--- config.mk ---
export PLATFORM = sky130hd
export DESIGN_NAME = pull_seq_top
export DESIGN_NICKNAME = d
export VERILOG_FILES = /design/src/rtl/pullseq_pkg.sv /design/src/rtl/pull_regif.sv /design/src/rtl/pull_legacy_seq.sv /design/src/rtl/pull_direct_regs.sv /design/src/rtl/pull_seq_top.sv
export SDC_FILE = /design/constraint.sdc
export NUM_CORES = 1
export LEC_CHECK = 0
export BUFFER_PORTS_ARGS = -buffer_cell sky130_fd_sc_hd__buf_2
export CELL_PAD_IN_SITES_DETAIL_PLACEMENT = 1
export CELL_PAD_IN_SITES_GLOBAL_PLACEMENT = 2
export CORE_ASPECT_RATIO = 0.6
export CORE_MARGIN = 2
export CORE_UTILIZATION = 34
export DETAILED_ROUTE_END_ITERATION = 8
export GPL_TIMING_DRIVEN = 0
export PLACE_DENSITY = 0.86
export SLEW_MARGIN = 20
export SYNTH_ARGS = -nofsm -noshare
export SYNTH_HDL_FRONTEND = slang
export SYNTH_SLANG_ARGS = --single-unit
--- constraint.sdc ---
create_clock -name clk -period 2.12 [get_ports clk]
set_clock_uncertainty 0.15 [all_clocks]
set_input_delay 0.106 -clock clk [delete_from_list [all_inputs] [get_ports clk]]
set_output_delay 0.106 -clock clk [all_outputs]
set_load 0.005 [all_outputs]
--- src/rtl/pullseq_pkg.sv ---
package pullseq_pkg;

    localparam int REG_ADDR_W = 12;

    localparam logic [REG_ADDR_W-1:0] ADDR_LCTL = 12'h094;
    localparam logic [REG_ADDR_W-1:0] ADDR_LSTB = 12'h098;
    localparam logic [REG_ADDR_W-1:0] ADDR_DIR  = 12'h0E4;

    localparam int PINS_PER_BANK = 32;
    localparam int PINS_PER_WORD = 16;

    // Code presented to the pads (also the packed-scheme field code)
    typedef enum logic [1:0] {
        PAD_NONE = 2'd0,
        PAD_UP   = 2'd1,
        PAD_DOWN = 2'd2,
        PAD_RSVD = 2'd3
    } pad_pull_e;

    // Code held in the shared control register
    typedef enum logic [1:0] {
        LG_OFF  = 2'd0,
        LG_DOWN = 2'd1,
        LG_UP   = 2'd2,
        LG_RSVD = 2'd3
    } legacy_ctl_e;

    function automatic logic [REG_ADDR_W-1:0] word_addr(
        input logic [REG_ADDR_W-1:0] base, input int idx);
        return base + REG_ADDR_W'(idx * 4);
    endfunction

    function automatic pad_pull_e legacy_to_pad(input legacy_ctl_e c);
        case (c)
            LG_DOWN: return PAD_DOWN;
            LG_UP:   return PAD_UP;
            default: return PAD_NONE;
        endcase
    endfunction

    // Bits of strobe bank b that belong to real pins
    function automatic logic [31:0] bank_valid_mask(input int num_pins, input int bank);
        logic [31:0] m;
        for (int i = 0; i < PINS_PER_BANK; i++)
            m[i] = (bank * PINS_PER_BANK + i) < num_pins;
        return m;
    endfunction

endpackage

--- src/rtl/pull_regif.sv ---
module pull_regif
    import pullseq_pkg::*;
#(
    parameter int LBANKS      = 2,
    parameter int DWORDS      = 4,
    parameter bit LEGACY_MODE = 1'b1
) (
    input  logic                           clk,
    input  logic                           rst,
    input  logic                           bus_wr,
    input  logic                           bus_rd,
    input  logic [REG_ADDR_W-1:0]          bus_addr,
    input  logic [1:0]                     ctl_val,
    input  logic [LBANKS-1:0][31:0]        stb_val,
    input  logic [DWORDS-1:0][31:0]        dir_val,
    output logic                           ctl_we,
    output logic [LBANKS-1:0]              stb_we,
    output logic [DWORDS-1:0]              dir_we,
    output logic [31:0]                    bus_rdata
);

    logic [31:0] rd_next;

    // Write decode: the absent scheme never gets a write enable
    always_comb begin
        ctl_we = LEGACY_MODE && bus_wr && (bus_addr == ADDR_LCTL);
        for (int b = 0; b < LBANKS; b++)
            stb_we[b] = LEGACY_MODE && bus_wr && (bus_addr == word_addr(ADDR_LSTB, b));
        for (int w = 0; w < DWORDS; w++)
            dir_we[w] = !LEGACY_MODE && bus_wr && (bus_addr == word_addr(ADDR_DIR, w));
    end

    // Read mux; unmapped offsets fall through to zero
    always_comb begin
        rd_next = '0;
        if (bus_addr == ADDR_LCTL)
            rd_next = {30'b0, ctl_val};
        for (int b = 0; b < LBANKS; b++)
            if (bus_addr == word_addr(ADDR_LSTB, b))
                rd_next = stb_val[b];
        for (int w = 0; w < DWORDS; w++)
            if (bus_addr == word_addr(ADDR_DIR, w))
                rd_next = dir_val[w];
    end

    always_ff @(posedge clk) begin
        if (rst)
            bus_rdata <= '0;
        else if (bus_rd)
            bus_rdata <= rd_next;
    end

endmodule

--- src/rtl/pull_legacy_seq.sv ---
module pull_legacy_seq
    import pullseq_pkg::*;
#(
    parameter int NUM_PINS      = 58,
    parameter int LBANKS        = 2,
    parameter int SETTLE_CYCLES = 150
) (
    input  logic                        clk,
    input  logic                        rst,
    input  logic                        ctl_we,
    input  logic [LBANKS-1:0]           stb_we,
    input  logic [31:0]                 wdata,
    output logic [1:0]                  ctl_val,
    output logic [LBANKS-1:0][31:0]     stb_val,
    output pad_pull_e [NUM_PINS-1:0]    pads
);

    localparam int CW = $clog2(SETTLE_CYCLES + 1);
    localparam logic [CW-1:0] CNT_MAX = CW'(SETTLE_CYCLES);

    legacy_ctl_e             ctl_q;
    logic [LBANKS-1:0][31:0] stb_q;
    logic [CW-1:0]           settle_cnt;
    logic                    armed;

    // Control register and settle counter. After reset the window is
    // treated as already expired.
    always_ff @(posedge clk) begin
        if (rst) begin
            ctl_q      <= LG_OFF;
            settle_cnt <= CNT_MAX;
        end else if (ctl_we) begin
            ctl_q      <= legacy_ctl_e'(wdata[1:0]);
            settle_cnt <= '0;
        end else if (settle_cnt != CNT_MAX) begin
            settle_cnt <= settle_cnt + 1'b1;
        end
    end

    assign armed = (settle_cnt == CNT_MAX);

    // Strobe words, masked to the pins that exist
    always_ff @(posedge clk) begin
        if (rst) begin
            stb_q <= '0;
        end else begin
            for (int b = 0; b < LBANKS; b++)
                if (stb_we[b])
                    stb_q[b] <= wdata & bank_valid_mask(NUM_PINS, b);
        end
    end

    assign ctl_val = ctl_q;
    assign stb_val = stb_q;

    // Per-pin latch. "seen" is the strobe level already consumed. While the
    // window is open it can only drop, so a rise stays pending until expiry.
    for (genvar p = 0; p < NUM_PINS; p++) begin : g_pin
        localparam int B = p / PINS_PER_BANK;
        localparam int I = p % PINS_PER_BANK;

        pad_pull_e latch_q;
        logic      seen_q;
        logic      stb_bit;

        assign stb_bit = stb_q[B][I];

        always_ff @(posedge clk) begin
            if (rst) begin
                latch_q <= PAD_NONE;
                seen_q  <= 1'b0;
            end else begin
                if (armed && stb_bit && !seen_q && (ctl_q != LG_RSVD))
                    latch_q <= legacy_to_pad(ctl_q);
                seen_q <= armed ? stb_bit : (seen_q & stb_bit);
            end
        end

        assign pads[p] = latch_q;
    end

endmodule

--- src/rtl/pull_direct_regs.sv ---
module pull_direct_regs
    import pullseq_pkg::*;
#(
    parameter int NUM_PINS = 58,
    parameter int DWORDS   = 4
) (
    input  logic                        clk,
    input  logic                        rst,
    input  logic [DWORDS-1:0]           dir_we,
    input  logic [31:0]                 wdata,
    output logic [DWORDS-1:0][31:0]     dir_val,
    output pad_pull_e [NUM_PINS-1:0]    pads
);

    for (genvar p = 0; p < NUM_PINS; p++) begin : g_pin
        localparam int W = p / PINS_PER_WORD;
        localparam int S = (p % PINS_PER_WORD) * 2;

        pad_pull_e fld_q;
        logic [1:0] new_code;

        assign new_code = wdata[S +: 2];

        always_ff @(posedge clk) begin
            if (rst)
                fld_q <= PAD_NONE;
            else if (dir_we[W] && (new_code != PAD_RSVD))
                fld_q <= pad_pull_e'(new_code);
        end

        assign pads[p] = fld_q;
    end

    always_comb begin
        dir_val = '0;
        for (int p = 0; p < NUM_PINS; p++)
            dir_val[p / PINS_PER_WORD][(p % PINS_PER_WORD) * 2 +: 2] = pads[p];
    end

endmodule

--- src/rtl/pull_seq_top.sv ---
module pull_seq_top
    import pullseq_pkg::*;
#(
    parameter int NUM_PINS      = 58,
    parameter bit LEGACY_MODE   = 1'b1,
    parameter int SETTLE_CYCLES = 150
) (
    input  logic                    clk,
    input  logic                    rst,
    input  logic                    bus_wr,
    input  logic                    bus_rd,
    input  logic [11:0]             bus_addr,
    input  logic [31:0]             bus_wdata,
    output logic [31:0]             bus_rdata,
    output logic [2*NUM_PINS-1:0]   pad_pull
);

    localparam int LBANKS = (NUM_PINS + PINS_PER_BANK - 1) / PINS_PER_BANK;
    localparam int DWORDS = (NUM_PINS + PINS_PER_WORD - 1) / PINS_PER_WORD;

    logic                    ctl_we;
    logic [LBANKS-1:0]       stb_we;
    logic [DWORDS-1:0]       dir_we;
    logic [1:0]              ctl_val;
    logic [LBANKS-1:0][31:0] stb_val;
    logic [DWORDS-1:0][31:0] dir_val;
    pad_pull_e [NUM_PINS-1:0] pads;

    pull_regif #(
        .LBANKS      (LBANKS),
        .DWORDS      (DWORDS),
        .LEGACY_MODE (LEGACY_MODE)
    ) u_regif (
        .clk       (clk),
        .rst       (rst),
        .bus_wr    (bus_wr),
        .bus_rd    (bus_rd),
        .bus_addr  (bus_addr),
        .ctl_val   (ctl_val),
        .stb_val   (stb_val),
        .dir_val   (dir_val),
        .ctl_we    (ctl_we),
        .stb_we    (stb_we),
        .dir_we    (dir_we),
        .bus_rdata (bus_rdata)
    );

    if (LEGACY_MODE) begin : g_legacy
        logic unused_dir;
        assign unused_dir = ^dir_we;
        assign dir_val    = '0;

        pull_legacy_seq #(
            .NUM_PINS      (NUM_PINS),
            .LBANKS        (LBANKS),
            .SETTLE_CYCLES (SETTLE_CYCLES)
        ) u_seq (
            .clk     (clk),
            .rst     (rst),
            .ctl_we  (ctl_we),
            .stb_we  (stb_we),
            .wdata   (bus_wdata),
            .ctl_val (ctl_val),
            .stb_val (stb_val),
            .pads    (pads)
        );
    end else begin : g_direct
        logic unused_legacy;
        assign unused_legacy = ^{ctl_we, stb_we};
        assign ctl_val       = '0;
        assign stb_val       = '0;

        pull_direct_regs #(
            .NUM_PINS (NUM_PINS),
            .DWORDS   (DWORDS)
        ) u_dir (
            .clk     (clk),
            .rst     (rst),
            .dir_we  (dir_we),
            .wdata   (bus_wdata),
            .dir_val (dir_val),
            .pads    (pads)
        );
    end

    assign pad_pull = pads;

endmodule

Yosys cells after proc, flatten, opt, wreduce, memory -nomap -nowiden
Cells that the tools add are included.

Input bits: 48. Register bits: 274. Output and inout bits: 148. Word-level logic and storage cells: 498.

Bitwise operators: 58. Reduce and logical (&&, ||, !) cells: 237. Add/sub/neg operators: 1. Multiplexer cells: 68. Equal/unequal tests: 12.

Operators by type and width (number): $mux 32 (6); $logic_and 1x1->1 (177); $eq 12x8->1 const B (7); $and 1x1->1 (58); $logic_not 1->1 (58); $mux 1 (58); $mux 8 (2); $add 8x1->8 const B (1); $eq 8x8->1 const B (1); $ne 8x8->1 const B (1); $pmux 2 s2 (1); $eq 2x1->1 const B (1); $eq 2x2->1 const B (1); $mux 2 (1); $ne 2x2->1 const B (1); $reduce_bool 2->1 (1); $reduce_or 2->1 (1).

Depth between registers and ports, before layout
Depth after elaboration: 8. Gate-level depth with buffers: 8. Depth with buffers taken out: 5.

Hierarchy
Synthesis repeated with hierarchy kept, for this count alone.

Cells, all modules: 1248. Area total of the unflattened synthesis: 12630.9 um2.

By module, submodules not included: pull_legacy_seq (area an instance 9091.2 um2, cells each 813, sequential area each 4844.6 um2, times used 1); pull_regif (area an instance 3535.9 um2, cells each 434, sequential area each 640.6 um2, times used 1); pull_seq_top (area an instance 3.8 um2, cells each 1, sequential area each 0.0 um2, times used 1).

Worst setup path after synthesis
Ideal clock, no wire load.

Kind: flip-flop to flip-flop. Start point: reg g_legacy.u_seq.settle_cnt[0]. End point: reg g_legacy.u_seq.g_pin[10].seen_q. Library setup time: 64 ps. Path buffers: 3. Data arrival time: 1642 ps. Data required time: 1906 ps. Clock period less this slack: 1856 ps. Setup slack: 264 ps. Cell stages (with the launch flop): 9. Cell sequence: dfxtp_1 > inv_1 > ha_1 > nor4bb_1 > buf_2 > clkbuf_1 > clkbuf_1 > a21oi_1 > nor2_1.

Cells in the longest elaborated chain, start to end: 2.

Ends and longest elaborated chain: start, declared (line pull_legacy_seq.sv:23) `logic [CW-1:0] settle_cnt;`; start signal, assigned (line pull_legacy_seq.sv:36) `settle_cnt <= settle_cnt + 1'b1;`; $eq 8x8->1 (line pull_legacy_seq.sv:40) `assign armed = (settle_cnt == CNT_MAX);`; $mux 1 (line pull_legacy_seq.sv:75) `seen_q <= armed ? stb_bit : (seen_q & stb_bit);`; end signal, assigned (line pull_legacy_seq.sv:75); end, declared (line pull_legacy_seq.sv:63) `logic seen_q;`.

Every way passes these cells. A chain may end at the register's enable or synchronous reset.

Worst setup path in the final report
Start point: reg g_legacy.u_seq.settle_cnt[0]. End point: reg g_legacy.u_seq.settle_cnt[5].

Cells in the longest elaborated chain, start to end: 1. Elaborated cells between the ends (all ways): 2. Those cells by class: add/sub: 1; eq/ne: 1.

Ends and longest elaborated chain (line): $add 8x1->8 or $ne 8x8->1 (tied branches) (pull_legacy_seq.sv:36, pull_legacy_seq.sv:35).

Several ways; a longest one is shown, not always the timed one.

==> results.md <==
* Reg2reg path depth at 7
* Synth-to-Final Area Change at 31.7%
* Drt total wl at 38.8 mm
* Global route overflow at 0
* Fin crit share at 0.978
* Setup repair after global routing missed its margin: yes
* Crit start category: register
* Most frequent cells in the layout: dfxtp_1 (274), nand2_1 (241), buf_2 (203)
* DR vias/cell at 5.09
* Post-synthesis adder-cell area fraction at 0.00233
* EDFF count, synth at 0
* I/O Buffers at 194
* Outcome: finished, final reports clean
* Ant diodes at 0
* HP Start: bus_addr[11]
* # IOs at 196
* Syn Nets at 1185
* Mapped Area at 0.0107 mm^2
* Die Width at 233 um
* CTS buffer count at 28
* Non-filler cells, final at 1850
* Worst Path Arrival at 2360 ps
* Yosys synthesis warning count at 0
* Placement Setup Slack at -583 ps
* Worst-skew pair later-pin latency at 570 ps
* Number of global-route vias before repair at 9750
* Clk sink count at 274
* Final Total Pwr at 13500 uW
* Root buffer cell: clkbuf_16
* Maximum fanout along the worst path at 10
* Max Root-Sink Buffers at 3
* Synth Area per Inst at 9.47 um^2
* Core Area at 0.0312 mm^2
* Reg2reg end: g_legacy.u_seq.settle_cnt[5]
* Setup WS post-layout at 47.6 ps
* Die area at 0.0331 mm^2
* Worst-margin pin slew at 1020 ps
* Detail Route Antenna Nets at 0
* Seq/Total Area, Yosys at 0.511
* Xor and xnor area share after synthesis at 0.00163
* Mux cell area share after synthesis at 0.188
* Wire per inst at 20.9 um
* Power density over the cells at 951 mW/mm^2
* Final setup fails at 0
* Initial antenna violation count at 0
* Largest family of logic cells by synthesized area: simple AND/OR/NAND/NOR gates
* CTS tree: yes
* DR vias at 9411
* Synth Area in Compound Gates at 0.0523
* Synth cell types at 44
* Pre-Repair DR Iteration Count at 5
* Leak pwr at 0.00602 uW
* GRT Total Usage at 0.230
* Hold Fails Final Rpt at 0
* Maxcap violations at 0
* Worst vdd ir at 826 uV
* Hold Crit Class: in -> reg
* Reg area at 0.00549 mm^2
* Initial drt markers at 467
* Mapped Cells at 1135
* Min Tclk post-route at 2070 ps
* Row count at 50
* Largest net degree at the start of global routing at 15
* Max-slew violations at 0
* Min-Delay Endpoint: u_regif.bus_rdata[0]
* Leading cell type in the layout, fill and taps excluded: dfxtp_1
* Most used flip-flop cell after synthesis: dfxtp_1
* GPL Wtd Cong at 0.810
* Final core utilization at 0.454
* Fmax at 483 MHz
* Footprint of the multi-input gates at 0.00523 mm^2
* Nets at 1462
* Kind of critical path: reg -> reg
* Placed insts at 1745
* Async SR Flop Fraction at 0
* Clk pin slew, worst setup/hold paths at 60 ps
* Seq cells post-synth at 274
* Post-DP HPWL at 28.1 mm
* WP data required at 2410 ps
* Share of cells above drive strength 1 at 0.225
* Drc violations at 0
* Internal reg-to-reg setup slack at 50 ps
* Fillers at 3585
* First-pass GRT wire length at 58.1 mm
* Crit end category: register
* Hold depth at 5
* Post-Synth Simple-Gate Area at 0.207
* CTS H-Tree Depth at 1
* Worst slew margin at 0.318
* Reg-to-reg critical path startpoint: g_legacy.u_seq.settle_cnt[0]
* DIE HEIGHT at 142 um
* Starting density of the core at 0.345
layer usage:
metal,track usage,wire length (um),up-vias
met2,0.366,17700,199
met5,0,0,-
li1,-,-,4435
met4,0.0453,556,0
met1,0.330,18700,4733
met3,0.0398,1820,44
kinds of logic after synthesis:
| kind of cell | Yosys count |
|---|---|
| adders and majority gates | 2 |
| muxes | 202 |
| DFF | 274 |
| xor gates and xnor gates | 2 |
| and+or+nand+nor | 460 |
| AOI/OAI and AO/OA | 105 |
| buffers and inverters | 90 |
cells in the mapped netlist (3+ instances only):
library cell / instances / share of area
dfxtp_1: 274 / 0.51
inv_1: 3 / 0.0010
and3b_1: 3 / 0.0024
nor2b_1: 28 / 0.016
o31ai_1: 3 / 0.0021
mux2i_1: 200 / 0.19
o21ai_0: 33 / 0.015
nand2_1: 241 / 0.084
nor4_2: 9 / 0.010
a21oi_1: 60 / 0.028
buf_2: 10 / 0.0047
buf_1: 9 / 0.0031
nor2_1: 63 / 0.022
nand4_1: 29 / 0.017
nor4_1: 27 / 0.016
nand2b_1: 39 / 0.023
nand3_1: 4 / 0.0019
clkbuf_1: 63 / 0.022
flip-flops by register name, indices dropped and copies added, names as in the netlist:
signal,flops
g_legacy.u_seq.settle_cnt,8
g_legacy.u_seq.g_pin.latch_q,116
u_regif.bus_rdata,32
g_legacy.u_seq.g_pin.seen_q,58
g_legacy.u_seq.stb_val,58
g_legacy.u_seq.ctl_val,2
worst max-delay path, cell delays in order, from the launching register on:
cell and delay [ps]:
dfxtp_1 380, inv_1 80, ha_1 210, nand4bb_1 100
buf_2 260, buf_4 300, nor2_1 140, a2111oi_0 350
timing repair:
| action | in CTS | in global routing |
|---|---|---|
| endpoints found under the setup margin | 151 | 180 |
| buffers inserted | 1 | 2 |
| hold buffers | 51 | 0 |
| resized for setup | 42 | 70 |
| pin swaps | 1 | 15 |
| endpoints found under the hold margin | 67 | 0 |
power breakdown:
group          internal (uW)  switching (uW)  leakage, uW
Sequential              5180            46.7      0.00221
Clock                   2970            2180     0.000459
Combinational            937            2150      0.00335
Total                   9080            4380      0.00602
metrics by stage:
stage	setup TNS, ps	hold WS [ps]	instance area [um^2]
floorplan	0	73.9	10700
detailed placement	-47290	215	12200
global route	-472	145	14200
global placement	-38320	211	12200
finish	0	130	14200
CTS	-3150	123	13900
how the worst max path moves through the flow:
stage	from	to	slack [ps]	depth (start not counted)
CTS	g_legacy.u_seq.settle_cnt[2]	g_legacy.u_seq.g_pin[49].latch_q[1]	-190	4
global placement	rst	g_legacy.u_seq.g_pin[7].latch_q[1]	-500	7
detailed placement	rst	g_legacy.u_seq.g_pin[7].latch_q[1]	-580	7
global route	g_legacy.u_seq.settle_cnt[0]	g_legacy.u_seq.settle_cnt[5]	-120	7
floorplan	g_legacy.u_seq.settle_cnt[0]	g_legacy.u_seq.g_pin[10].seen_q	260	8
finish	g_legacy.u_seq.settle_cnt[0]	g_legacy.u_seq.settle_cnt[5]	50	7
layout make-up:
type	instances	share of cell area
clock inverter	8	0.00751
tap	416	0.0368
timing repair buffer	248	0.106
multi-input combinational	771	0.370
buffer	85	0.0315
inverter	4	0.00106
clock buffer	44	0.0594
sequential	274	0.388
Note: power is estimated with default switching activity, not from simulation.
